[config.mk]
export PLATFORM = sky130hd
export DESIGN_NAME = smb_cfg_slave
export DESIGN_NICKNAME = d
export VERILOG_FILES = /design/src/rtl/smb_cfg_pkg.sv /design/src/rtl/smb_line_sync.sv /design/src/rtl/smb_cfg_bank.sv /design/src/rtl/smb_cfg_slave.sv
export SDC_FILE = /design/constraint.sdc
export NUM_CORES = 1
export LEC_CHECK = 0
export BUFFER_PORTS_ARGS = -buffer_cell sky130_fd_sc_hd__buf_2
export CORE_MARGIN = 4
export CORE_UTILIZATION = 40
export CTS_CLUSTER_DIAMETER = 100
export DETAILED_ROUTE_END_ITERATION = 6
export PLACE_DENSITY = 0.61
export SLEW_MARGIN = 15
export SYNTH_ARGS = -nofsm -noshare
export SYNTH_HDL_FRONTEND = slang
export SYNTH_SLANG_ARGS = --single-unit
[constraint.sdc]
create_clock -name clk -period 2.01 [get_ports clk]
set_input_delay 0 -clock clk [delete_from_list [all_inputs] [get_ports clk]]
set_output_delay 0 -clock clk [all_outputs]
set_load 0.01 [all_outputs]
[src/rtl/smb_cfg_pkg.sv]
package smb_cfg_pkg;
  typedef enum logic [2:0] {
    PH_IDLE,
    PH_ADDR,
    PH_CMD,
    PH_COUNT,
    PH_WDATA,
    PH_TX
  } smb_phase_e;

  localparam logic [3:0] BITS_PER_BYTE = 4'd8;
  localparam int         PTR_W         = 6;
endpackage

[src/rtl/smb_line_sync.sv]
module smb_line_sync #(
  parameter int STAGES = 2
) (
  input  logic clk,
  input  logic rst_n,
  input  logic scl_i,
  input  logic sda_i,
  output logic scl_o,
  output logic sda_o,
  output logic scl_rise,
  output logic scl_fall,
  output logic start_det,
  output logic stop_det
);
  logic [STAGES-1:0] scl_pipe, sda_pipe;
  logic              scl_prev, sda_prev;

  always_ff @(posedge clk or negedge rst_n) begin
    if (!rst_n) begin
      scl_pipe <= '1;
      sda_pipe <= '1;
      scl_prev <= 1'b1;
      sda_prev <= 1'b1;
    end else begin
      scl_pipe <= {scl_pipe[STAGES-2:0], scl_i};
      sda_pipe <= {sda_pipe[STAGES-2:0], sda_i};
      scl_prev <= scl_pipe[STAGES-1];
      sda_prev <= sda_pipe[STAGES-1];
    end
  end

  assign scl_o     = scl_pipe[STAGES-1];
  assign sda_o     = sda_pipe[STAGES-1];
  assign scl_rise  = scl_o & ~scl_prev;
  assign scl_fall  = ~scl_o & scl_prev;
  // SDA moving while SCL stays high marks a frame boundary
  assign start_det = scl_o & scl_prev & sda_prev & ~sda_o;
  assign stop_det  = scl_o & scl_prev & ~sda_prev & sda_o;

  assert_start_stop_excl_R9: assert property (@(posedge clk) disable iff (!rst_n)
    !(start_det && stop_det));
endmodule

[src/rtl/smb_cfg_bank.sv]
module smb_cfg_bank #(
  parameter int                NREG     = 8,
  parameter int                PW       = 6,
  parameter logic [8*NREG-1:0] DEFAULTS = '0
) (
  input  logic              clk,
  input  logic              rst_n,
  input  logic              wr_en,
  input  logic [PW-1:0]     wr_idx,
  input  logic [7:0]        wr_data,
  input  logic [PW-1:0]     rd_idx,
  output logic [7:0]        rd_data,
  output logic [8*NREG-1:0] cfg_q
);
  localparam logic [PW-1:0] LIMIT = PW'(NREG);

  logic [7:0] regs [NREG];

  for (genvar g = 0; g < NREG; g++) begin : g_reg
    always_ff @(posedge clk or negedge rst_n) begin
      if (!rst_n)
        regs[g] <= DEFAULTS[8*g +: 8];
      else if (wr_en && wr_idx == PW'(g))
        regs[g] <= wr_data;
    end
    assign cfg_q[8*g +: 8] = regs[g];
  end

  always_comb begin
    rd_data = 8'hFF;
    for (int i = 0; i < NREG; i++)
      if (rd_idx == PW'(i)) rd_data = regs[i];
  end

  assert_wr_in_range_R5: assert property (@(posedge clk) disable iff (!rst_n)
    wr_en |-> (wr_idx < LIMIT));
  assert_hold_without_write_R7: assert property (@(posedge clk) disable iff (!rst_n)
    !wr_en |=> $stable(cfg_q));
endmodule

[src/rtl/smb_cfg_slave.sv]
module smb_cfg_slave
  import smb_cfg_pkg::*;
#(
  parameter int                NREG     = 8,
  parameter logic [6:0]        ADDR7    = 7'h69,
  parameter logic [8*NREG-1:0] DEFAULTS = 64'h8786_8584_8382_8180
) (
  input  logic              clk,
  input  logic              rst_n,
  input  logic              scl_i,
  input  logic              sda_i,
  output logic              sda_oe,
  output logic [8*NREG-1:0] cfg_q
);
  localparam int            PW    = PTR_W;
  localparam logic [PW-1:0] LIMIT = PW'(NREG);
  localparam logic [7:0]    COUNT = 8'(NREG);

  logic scl_s, sda_s, scl_rise, scl_fall, start_det, stop_det;

  smb_line_sync #(.STAGES(2)) i_sync (
    .clk(clk), .rst_n(rst_n), .scl_i(scl_i), .sda_i(sda_i),
    .scl_o(scl_s), .sda_o(sda_s), .scl_rise(scl_rise), .scl_fall(scl_fall),
    .start_det(start_det), .stop_det(stop_det)
  );

  smb_phase_e    phase;
  logic [3:0]    bitcnt;
  logic          in_ack;
  logic [7:0]    sh_in, tx_sh, remain;
  logic [4:0]    offset;
  logic [PW-1:0] ptr;
  logic          have_cmd, blk_mode, tx_active, tx_cnt_pending, mst_nack;
  logic          oe_q;

  logic [7:0]    rd_data, tx_next;
  logic [2:0]    tx_idx;
  logic          byte_end, wr_ok, wr_fire;

  assign byte_end = scl_fall && !in_ack && (bitcnt == BITS_PER_BYTE);
  assign wr_ok    = (remain != 8'd0) && (ptr < LIMIT);
  assign wr_fire  = !start_det && !stop_det && byte_end && (phase == PH_WDATA) && wr_ok;
  assign tx_next  = tx_cnt_pending ? COUNT : rd_data;
  assign tx_idx   = 3'(4'd7 - bitcnt);

  smb_cfg_bank #(.NREG(NREG), .PW(PW), .DEFAULTS(DEFAULTS)) i_bank (
    .clk(clk), .rst_n(rst_n),
    .wr_en(wr_fire), .wr_idx(ptr), .wr_data(sh_in),
    .rd_idx(ptr), .rd_data(rd_data), .cfg_q(cfg_q)
  );

  always_ff @(posedge clk or negedge rst_n) begin
    if (!rst_n) begin
      phase <= PH_IDLE; bitcnt <= '0; in_ack <= 1'b0; sh_in <= '0; tx_sh <= '0;
      remain <= '0; offset <= '0; ptr <= '0; have_cmd <= 1'b0; blk_mode <= 1'b0;
      tx_active <= 1'b0; tx_cnt_pending <= 1'b0; mst_nack <= 1'b0; oe_q <= 1'b0;
    end else if (start_det) begin
      phase <= PH_ADDR; bitcnt <= '0; in_ack <= 1'b0; oe_q <= 1'b0; tx_active <= 1'b0;
    end else if (stop_det) begin
      phase <= PH_IDLE; bitcnt <= '0; in_ack <= 1'b0; oe_q <= 1'b0;
      tx_active <= 1'b0; have_cmd <= 1'b0;
    end else begin
      if (scl_rise) begin
        if (bitcnt != BITS_PER_BYTE) begin
          sh_in  <= {sh_in[6:0], sda_s};
          bitcnt <= bitcnt + 4'd1;
        end else if (in_ack && phase == PH_TX) begin
          mst_nack <= sda_s;
        end
      end
      if (scl_fall) begin
        if (in_ack) begin
          // end of acknowledge slot
          in_ack <= 1'b0;
          bitcnt <= '0;
          oe_q   <= 1'b0;
          if (phase == PH_TX) begin
            if (tx_active && mst_nack) begin
              phase <= PH_IDLE;
            end else begin
              tx_sh          <= tx_next;
              oe_q           <= ~tx_next[7];
              tx_active      <= 1'b1;
              tx_cnt_pending <= 1'b0;
              if (!tx_cnt_pending) ptr <= ptr + PW'(1);
            end
          end
        end else if (bitcnt == BITS_PER_BYTE) begin
          // a full byte has passed; decide on the acknowledge
          in_ack <= 1'b1;
          oe_q   <= 1'b0;
          unique case (phase)
            PH_ADDR: begin
              if (sh_in[7:1] == ADDR7 && (!sh_in[0] || have_cmd)) begin
                oe_q <= 1'b1;
                if (sh_in[0]) begin
                  phase          <= PH_TX;
                  ptr            <= {1'b0, offset};
                  tx_cnt_pending <= blk_mode;
                  tx_active      <= 1'b0;
                  mst_nack       <= 1'b0;
                end else begin
                  phase <= PH_CMD;
                end
              end else begin
                phase <= PH_IDLE;
              end
            end
            PH_CMD: begin
              if (sh_in[6:5] == 2'b00) begin
                oe_q     <= 1'b1;
                have_cmd <= 1'b1;
                blk_mode <= ~sh_in[7];
                offset   <= sh_in[7] ? sh_in[4:0] : 5'd0;
                ptr      <= sh_in[7] ? {1'b0, sh_in[4:0]} : '0;
                remain   <= sh_in[7] ? 8'd1 : 8'd0;
                phase    <= sh_in[7] ? PH_WDATA : PH_COUNT;
              end else begin
                phase <= PH_IDLE;
              end
            end
            PH_COUNT: begin
              oe_q   <= 1'b1;
              remain <= sh_in;
              phase  <= PH_WDATA;
            end
            PH_WDATA: begin
              if (wr_ok) begin
                oe_q   <= 1'b1;
                ptr    <= ptr + PW'(1);
                remain <= remain - 8'd1;
              end
            end
            default: ;
          endcase
        end else if (phase == PH_TX && tx_active) begin
          oe_q <= ~tx_sh[tx_idx];
        end
      end
    end
  end

  assign sda_oe = oe_q;

  assert_idle_released_R9: assert property (@(posedge clk) disable iff (!rst_n)
    (phase == PH_IDLE) |-> !sda_oe);
  assert_drive_scl_low_R9: assert property (@(posedge clk) disable iff (!rst_n)
    $rose(sda_oe) |-> !scl_s);
  assert_stop_release_R9: assert property (@(posedge clk) disable iff (!rst_n)
    stop_det |=> !sda_oe);
  assert_cs_reject_R2: assert property (@(posedge clk) disable iff (!rst_n)
    (!start_det && !stop_det && byte_end && phase == PH_CMD && sh_in[6:5] != 2'b00)
      |=> (!sda_oe && phase == PH_IDLE));
  assert_read_needs_cmd_R10: assert property (@(posedge clk) disable iff (!rst_n)
    (phase == PH_TX) |-> have_cmd);
endmodule

; Word-level counts from Yosys, hierarchy flattened
; Cells that the tools add are included.
[op_classes]
eq_ne = 28
n_addsub = 4
n_mux = 94
n_reduce_logical = 55
n_bitwise = 18
magnitude_cmp = 2
[ops]
columns = operator, count
row1 = $mux W8, 11
row2 = $mux W6, 9
row3 = $mux W1, 50
row4 = $mux W3, 11
row5 = $eq A6 B3 Y1 const B, 4
row6 = $mux W4, 6
row7 = $pmux W8 S3, 1
row8 = $reduce_bool A4 Y1, 5
row9 = $logic_and A1 B1 Y1, 19
row10 = $pmux W6 S3, 1
row11 = $reduce_bool A2 Y1, 8
row12 = $reduce_and A7 Y1, 2
row13 = $eq A6 B2 Y1 const B, 2
row14 = $ne A3 B3 Y1 const B, 4
row15 = $reduce_and A12 Y1, 1
row16 = $reduce_and A6 Y1, 2
row17 = $not A1 Y1, 11
row18 = $mux W5, 2
row19 = $ne A2 B2 Y1 const B, 5
row20 = $pmux W3 S3, 1
row21 = $reduce_and A9 Y1, 1
row22 = $ne A4 B3 Y1 const B, 2
row23 = $ne A4 B4 Y1 const B, 2
row24 = $reduce_and A8 Y1, 1
row25 = 27 further kinds, 40
[word_totals]
output_inout_bits = 65
in_bits = 4
wordCells = 227
register_bits = 119

; Depth between registers and ports, before layout
; Gate-level depths: netlist (run 1).
[depth]
word_depth = 17
mapped_depth = 10
ltp_nobuf = 8

; Modules after synthesis
; Synthesis (run 1) repeated with hierarchy kept, for this count alone.
[unflattened]
hier_cells = 519
hier_area_um2 = 6095.8
[modules_own_cells]
columns = module, area_each_um2, cells_per_inst, seq_area_each_um2, n_inst
row1 = smb_cfg_bank, 3030.4, 193, 1626.6, 1
row2 = smb_cfg_slave, 2875.3, 316, 1226.2, 1
row3 = smb_line_sync, 190.2, 10, 157.7, 1

; Worst setup path after synthesis (run 1)
; Ideal clock, no wire load.
[synth_path]
kind = flip-flop to flip-flop
from = register ptr[0]
to = register tx_sh[0]
n_path_buf = 1
t_arrival_ns = 2.063
synth_period_minus_slack_ns = 2.212
required_time_ns = 1.860
setup_slack_ns = -0.202
setup_time_ns = 0.150
stages_incl_launch_ff = 10
cell_sequence = dfrtp_1 > inv_1 > ha_1 > or3b_1 > or4_1 > clkbuf_1 > o22ai_1 > o21ai_0 > a221oi_1 > a211oi_1
[synth_via]
elab_chain_cells = 10
word_cells_on_any_way = 17
cone_classes = eq/ne (7) / mux (9) / reduce/logical (1)
[synth_lines]
columns = item, line_no
row1 = "start, declared", smb_cfg_slave.sv:32  ; logic [PW-1:0] ptr;
row2 = "start signal, assigned", smb_cfg_slave.sv:85  ; if (!tx_cnt_pending) ptr <= ptr + PW'(1);
row3 = "start signal, assigned", smb_cfg_slave.sv:98  ; ptr <= {1'b0, offset};
row4 = "start signal, assigned", smb_cfg_slave.sv:115  ; ptr <= sh_in[7] ? {1'b0, sh_in[4:0]} : '0;
row5 = $logic_not A6 Y1, smb_cfg_bank.sv:32  ; if (rd_idx == PW'(i)) rd_data = regs[i];
row6 = $mux W8 (7 in a row), smb_cfg_bank.sv:32
row7 = $mux W8 *, smb_cfg_bank.sv:32
row8 = $mux W8 *, smb_cfg_slave.sv:43  ; assign tx_next = tx_cnt_pending ? COUNT : rd_data;
row9 = "end signal, assigned", smb_cfg_slave.sv:81  ; tx_sh <= tx_next;
row10 = "end, declared", smb_cfg_slave.sv:30  ; logic [7:0] sh_in, tx_sh, remain;
; Mark *: on every way between the ends. The rest lies on a longest branch, timed or not.
; A chain may end at the register's enable or synchronous reset.

; Final worst setup path (run 1)
[layout_path]
from = register ptr[1]
to = register tx_sh[5]
; The elaborated chain is that of the path after synthesis.

==> flow_metrics.env, run 1 <==
export IMPL_grt_first_pass_wirelength_mm=31.4
export IMPL_drt_first_pass_iters=5
export IMPL_synth_edff_count=0
export IMPL_viasPerCell=5.68
export IMPL_synth_cells=597
export IMPL_maxSlewViolCount=0
export IMPL_fin_crit_sh=1.13
export IMPL_insertedDiodeCount=0
export IMPL_violations="negative setup slack"
export IMPL_r2r_end="tx_sh[5]$_DFFE_PN0P_"
export IMPL_synth_nets=609
export IMPL_drive_above_1_share=0.511
export IMPL_critPathCapture="tx_sh[5]$_DFFE_PN0P_"
export IMPL_start_util=0.409
export IMPL_hp_class="in -> async"
export IMPL_grt_pass1_vias=5658
export IMPL_setup_ws_ps=-264
export IMPL_numCtsBuffers=17
export IMPL_gp_congestion=0.908
export IMPL_layout_common_cells="101 x buf_4, 93 x dfrtp_1, 67 x buf_2"
export IMPL_antenna_left=0
export IMPL_slew_headroom=0.632
export IMPL_synth_top_area_share=0.373
export IMPL_io_pins=69
export IMPL_r2r_setup_slack_ps=-260
export IMPL_clockRootBuffer="clkbuf_16"
export IMPL_cp_startpoint="ptr[1]$_DFFE_PN0P_"
export IMPL_cts_tree="yes"
export IMPL_ir_worst_vdd_v=0.000621
export IMPL_cp_start_kind="flip-flop"
export IMPL_reg2reg_from="ptr[1]$_DFFE_PN0P_"
export IMPL_die_area_um2=17600
export IMPL_crit_required_ps=2300
export IMPL_yosysUniqueCellTypes=62
export IMPL_synth_area_leaders="dfrtp_1 37%, dfstp_2 11%, mux2_2 9.0%"
export IMPL_final_common_cell="buf_4"
export IMPL_vias=5658
export IMPL_clock_fmax_mhz=440
export IMPL_crit_cells=8
export IMPL_crit_family="simple AND/OR/NAND/NOR gates"
export IMPL_place_hpwl_mm=14.3
export IMPL_cts_buffer_depth=2
export IMPL_cts_sinks=119
export IMPL_finish_utilization=0.593
export IMPL_period_minus_slack_ps=2270
export IMPL_busiest_layer="met2"
export IMPL_totalWireLength_mm=20.5
export IMPL_cts_max_level=4
export IMPL_die_w_um=133
export IMPL_use_met1=0.298
export IMPL_drc=0
export IMPL_rows=45
export IMPL_ys_seq_elements=119
export IMPL_crit_arrival_ps=2570
export IMPL_syn_area_um2=6230
export IMPL_p_per_area_nw_per_um2=765
export IMPL_portBuffers=68
export IMPL_worstPathCellList="inv_2, ha_4, or3b_4, or4_4, o22ai_2, o21ai_2, a221oi_2, a211oi_1"
export IMPL_post_drt_wl_per_cell_um=20.5
export IMPL_drv_cap=0
export IMPL_critPathKind="reg -> reg"
export IMPL_clk_pin_slew_worst_paths_ps=60
export IMPL_clock_latency_ps=420
export IMPL_met2_usage=0.361
export IMPL_synth_yosys_seq_area_share=0.483
export IMPL_whs_ps=113
export IMPL_rsz0062_at_grt="true"
export IMPL_path_buf_inv=1
export IMPL_avgSynthCellArea_um2=10.4
export IMPL_fin_worst_skew_ps=8.56
export IMPL_rr_worst_depth=8
export IMPL_ys_flop_type="dfrtp_1"
export IMPL_hold_viol=0
export IMPL_end_kind="flip-flop"
export IMPL_grt_overflow_total=0
export IMPL_nets=785
export IMPL_grt_usage=0.230
export IMPL_crit_slowest_cell="or4_4"
export IMPL_crit_fanout=6
export IMPL_setup_viol=85
export IMPL_die_h_um=133
export IMPL_ys_warn_count=0
export IMPL_syn2layout_area_growth_pct=45.2
export IMPL_grt_max_degree=47
export IMPL_synth_top_cell_by_area="dfrtp_1"
export IMPL_max_stage_delay_ps=520
export IMPL_antenna_found_initial=0
export IMPL_status="finished, violations left"
export IMPL_grt_util_met3=0.0688
export IMPL_tightest_slew_ps=550
export IMPL_initialDrtViolationCount=335
export IMPL_core_area_um2=15300
export IMPL_ys_async_sr_fraction=1.00
export IMPL_p_leak_uw=0.00432
-- repair_timing --
item | in CTS | in global routing
hold buffers | 3 | 0
pin swaps | 16 | 23
endpoints found under the setup margin | 89 | 97
buffers inserted | 6 | 10
hold endpoints to repair | 66 | 0
resized for setup | 77 | 51
gates cloned | 1 | 1
-- metrics by stage --
| stage | total power (uW) | setup WS, ps | area (um2) | setup TNS, ps | instances |
|---|---|---|---|---|---|
| 2_1_floorplan | 3190 | -184 | 6400 | -8660 | 597 |
| 3_3_place_gp | 3810 | -361 | 7710 | -19160 | 948 |
| 3_5_place_dp | 3840 | -467 | 7710 | -22260 | 948 |
| 4_1_cts | 6880 | -255 | 8760 | -14170 | 989 |
| 5_1_grt | 7200 | -330 | 9050 | -22050 | 997 |
| 6_report | 6930 | -264 | 9050 | -17090 | 997 |
-- worst min path at each step --
stage | startpoint | to | slack (ps) | cells past startpoint
global placement | rst_n | i_bank.cfg_q[5]$_DFFE_PN0P_ | -1 | 1
CTS | rst_n | i_bank.cfg_q[11]$_DFFE_PN0P_ | 100 | 2
finish | rst_n | i_bank.cfg_q[11]$_DFFE_PN0P_ | 110 | 2
floorplan | rst_n | bitcnt[0]$_DFF_PN0_ | -300 | 0
global route | rst_n | i_bank.cfg_q[11]$_DFFE_PN0P_ | 150 | 2
detailed placement | rst_n | i_bank.cfg_q[11]$_DFFE_PN0P_ | 7 | 1
-- sequential cells by signal, indices dropped and copies added, names as in the netlist --
| name | cells |
|---|---|
| have_cmd | 1 |
| i_sync.scl_prev | 1 |
| offset | 5 |
| remain | 8 |
| tx_sh | 8 |
| i_sync.scl_pipe | 2 |
| ptr | 6 |
| tx_cnt_pending | 1 |
| sh_in | 8 |
| bitcnt | 4 |
| i_bank.cfg_q | 64 |
| sda_oe | 1 |
| i_sync.sda_prev | 1 |
| in_ack | 1 |
| mst_nack | 1 |
| blk_mode | 1 |
| i_sync.sda_pipe | 2 |
| tx_active | 1 |
| phase | 3 |
-- cell families after synthesis --
logic type	count (synthesis)	share of synthesized area
buffers and inverters	49	0.0357
AOI/OAI and AO/OA	155	0.156
adders and majority gates	8	0.0161
and+or+nand+nor	186	0.151
xor gates and xnor gates	5	0.00702
DFF	119	0.483
muxes	75	0.151
-- Yosys cell counts (6+ instances only) --
library cell / n
nor2b_1: 7
nor2_1: 41
dfrtp_1: 93
and3_1: 7
a21oi_1: 29
inv_1: 13
nand4_1: 6
a22oi_1: 7
ha_1: 8
or3_1: 7
o21ai_0: 55
mux2_2: 50
clkbuf_1: 27
o22ai_1: 15
mux2_4: 21
nand2_1: 53
a221oi_1: 11
dfstp_2: 26
nand3_1: 18
nand2b_1: 6
nor3_1: 13
-- worst reg2reg max path, delay by kind of cell, from the launching register on --
family | cells | cell delay (ps)
and+or+nand+nor | 2 | 900
AOI/OAI and AO/OA | 4 | 630
DFF | 1 | 390
adders and majority gates | 1 | 130
buffers and inverters | 1 | 90
-- area by class of cell --
cell class,instances,area [um2]
Clock buffer,21,460
Clock inverter,11,126
Fill cell,1225,6210
Inverter,13,48.8
Multi-Input combinational cell,429,3680
Sequential cell,119,3010
Tap cell,211,264
Timing Repair Buffer,193,1460
-- metal layers --
layer  part of all wire  routed length, um  vias to the layer above
met3              0.061               1240                       52
met2               0.47               9720                      195
met4              0.032                651                        0
met5                  0                  0                        -
li1                   -                  -                     2567
met1               0.43               8850                     2844
-- where the power goes --
| group | switching [uW] | internal (uW) | leakage (uW) |
|---|---|---|---|
| Clock | 1110 | 1890 | 0.000287 |
| Sequential | 91.4 | 2520 | 0.00155 |
| Combinational | 810 | 503 | 0.00248 |
Note: power is estimated with default switching activity, not from simulation.
==> run 2: changes to the inputs <==
--- a/config.mk
+++ b/config.mk
@@ -6,11 +6,13 @@
 export NUM_CORES = 1
 export LEC_CHECK = 0
 export BUFFER_PORTS_ARGS = -buffer_cell sky130_fd_sc_hd__buf_2
+export CAP_MARGIN = 10
 export CORE_MARGIN = 4
 export CORE_UTILIZATION = 40
 export CTS_CLUSTER_DIAMETER = 100
 export DETAILED_ROUTE_END_ITERATION = 6
 export PLACE_DENSITY = 0.61
+export REMOVE_ABC_BUFFERS = 1
 export SLEW_MARGIN = 15
 export SYNTH_ARGS = -nofsm -noshare
 export SYNTH_HDL_FRONTEND = slang
==> run 2 against run 1 <==
Via count increased by 1.6%. Hold slack lost 32 ps. Worst setup slack worse by 27 ps. The run still ends with negative setup slack left.
==> flow_metrics.env, run 2 (same netlist as run 1, synthesis figures left out) <==
export IMPL_tightest_slew_ps=552
export IMPL_core_area_um2=15300
export IMPL_die_h_um=133
export IMPL_seq_area_um2=3010
export IMPL_setup_viol=82
export IMPL_hold_viol=0
export IMPL_gp_congestion=0.938
export IMPL_fillers=1235
export IMPL_multiInputGateArea_um2=3640
export IMPL_grt_usage=0.234
export IMPL_rsz0062_at_grt="true"
export IMPL_finish_utilization=0.590
export IMPL_numCtsBuffers=17
export IMPL_insertedDiodeCount=0
export IMPL_grt_overflow_total=0
export IMPL_drc=0
export IMPL_grt_first_pass_wirelength_mm=32.3
export IMPL_p_total_uw=7080
export IMPL_syn2layout_area_growth_pct=44.3
export IMPL_fin_crit_sh=1.14
export IMPL_initialDrtViolationCount=546
export IMPL_critPathKind="reg -> reg"
export IMPL_start_util=0.409
export IMPL_p_per_area_nw_per_um2=787
export IMPL_crit_arrival_ps=2600
export IMPL_cp_start_kind="flip-flop"
export IMPL_cp_startpoint="ptr[4]$_DFFE_PN0P_"
export IMPL_rows=45
export IMPL_ir_worst_vdd_v=0.000679
export IMPL_antenna_left=0
export IMPL_die_area_um2=17600
export IMPL_viasPerCell=5.76
export IMPL_antenna_found_initial=0
export IMPL_drive_above_1_share=0.518
export IMPL_end_kind="flip-flop"
export IMPL_pre_cts_ws_ps=-316
export IMPL_status="finished, violations left"
export IMPL_crit_required_ps=2310
export IMPL_cts_sinks=119
export IMPL_grt_max_degree=51
export IMPL_maxSlewViolCount=0
export IMPL_final_cells=997
export IMPL_hp_class="in -> async"
export IMPL_crit_slowest_cell="dfrtp_2"
export IMPL_io_pins=69
export IMPL_p_leak_uw=0.00434
export IMPL_largest_reg_flops=64
export IMPL_vias=5746
export IMPL_post_drt_wl_per_cell_um=21.1
export IMPL_clockRootBuffer="clkbuf_16"
export IMPL_layout_common_cells="107 x buf_4, 91 x dfrtp_1, 67 x buf_2"
export IMPL_drv_cap=0
export IMPL_crit_cells=7
export IMPL_drt_first_pass_iters=7
export IMPL_worstPathCellList="nor3_4, o21ai_4, or2_0, buf_6, nor2_4, nand2_4, mux2_4"
export IMPL_clock_fmax_mhz=435
export IMPL_grt_pass1_vias=5691
export IMPL_reg2reg_from="ptr[4]$_DFFE_PN0P_"
export IMPL_portBuffers=68
export IMPL_cts_buffer_depth=2
export IMPL_clock_latency_ps=420
export IMPL_path_buf_inv=1
export IMPL_cts_tree="yes"
export IMPL_placed_cells=945
export IMPL_crit_family="simple AND/OR/NAND/NOR gates"
export IMPL_slew_headroom=0.630
export IMPL_clk_pin_slew_worst_paths_ps=60
export IMPL_tns_ps=-16020
export IMPL_nets=785
export IMPL_die_w_um=133
export IMPL_cts_max_level=4
export IMPL_crit_fanout=8
export IMPL_setup_ws_ps=-291
export IMPL_final_common_cell="buf_4"
export IMPL_rr_worst_depth=7
export IMPL_totalWireLength_mm=21.0
export IMPL_violations="negative setup slack"
export IMPL_fin_worst_skew_ps=6.10
export IMPL_max_stage_delay_ps=440
export IMPL_place_hpwl_mm=14.0
export IMPL_period_minus_slack_ps=2300
## run 2: changes by cell type in the layout (fill, tap and decap cells not counted), moves of 4 or more
| cell | delta |
|---|---|
| nand2_8 | -4 |
| nand2_4 | +4 |
| buf_4 | +6 |
| o21ai_1 | +4 |
| o21ai_0 | -7 |
## run 2: cell type report
class                           count  share of cell area
Multi-Input combinational cell    429               0.405
Sequential cell                   119               0.335
Timing Repair Buffer              193               0.156
Clock buffer                       19              0.0503
Tap cell                          211              0.0293
Clock inverter                     13              0.0188
Inverter                           13             0.00542
## run 2: what timing repair did
item,in CTS,in global routing
pin swaps,17,32
hold buffers,3,0
buffers inserted,9,11
cloned,0,1
endpoints found under the hold margin,79,0
setup endpoints to repair,90,98
resized for setup,101,74
## run 2: final timing paths
| path | to | slack (ps) |
|---|---|---|
| worst max-delay path | i_bank.cfg_q[41]$_DFFE_PN0P_ | -290 |
| worst min-delay path | i_bank.cfg_q[46]$_DFFE_PN0P_ | 80 |
| worst max register to register | i_bank.cfg_q[41]$_DFFE_PN0P_ | -290 |
| worst min register to register | i_sync.sda_pipe[1]$_DFF_PN1_ | 350 |
| max in group asynchronous | i_bank.cfg_q[63]$_DFFE_PN1P_ | 1220 |
| min in group clk | i_sync.scl_pipe[0]$_DFF_PN1_ | 220 |
## run 2: where the power goes
part | leakage (uW) | internal, uW | switching, uW
Combinational | 0.00249 | 486 | 800
Sequential | 0.00155 | 2520 | 72.8
Clock | 0.000305 | 2030 | 1180
Total | 0.00434 | 5030 | 2050
## run 2: routing by layer
metal  up-vias  routed length (um)  track usage
met3        40                1310       0.0487
met2       262                9940        0.357
met1      2881                9380        0.333
li1       2563                   -            -
met5         -                   0            0
met4         0                 411       0.0768
## run 2: metrics by stage
stage                     area (um2)  hold WS, ps
final                           9000         81.2
after global routing            9000          125
after CTS                       8600         89.9
after detailed placement        7520        -9.79
after global placement          7520        -18.9
after floorplan                 6060         -296
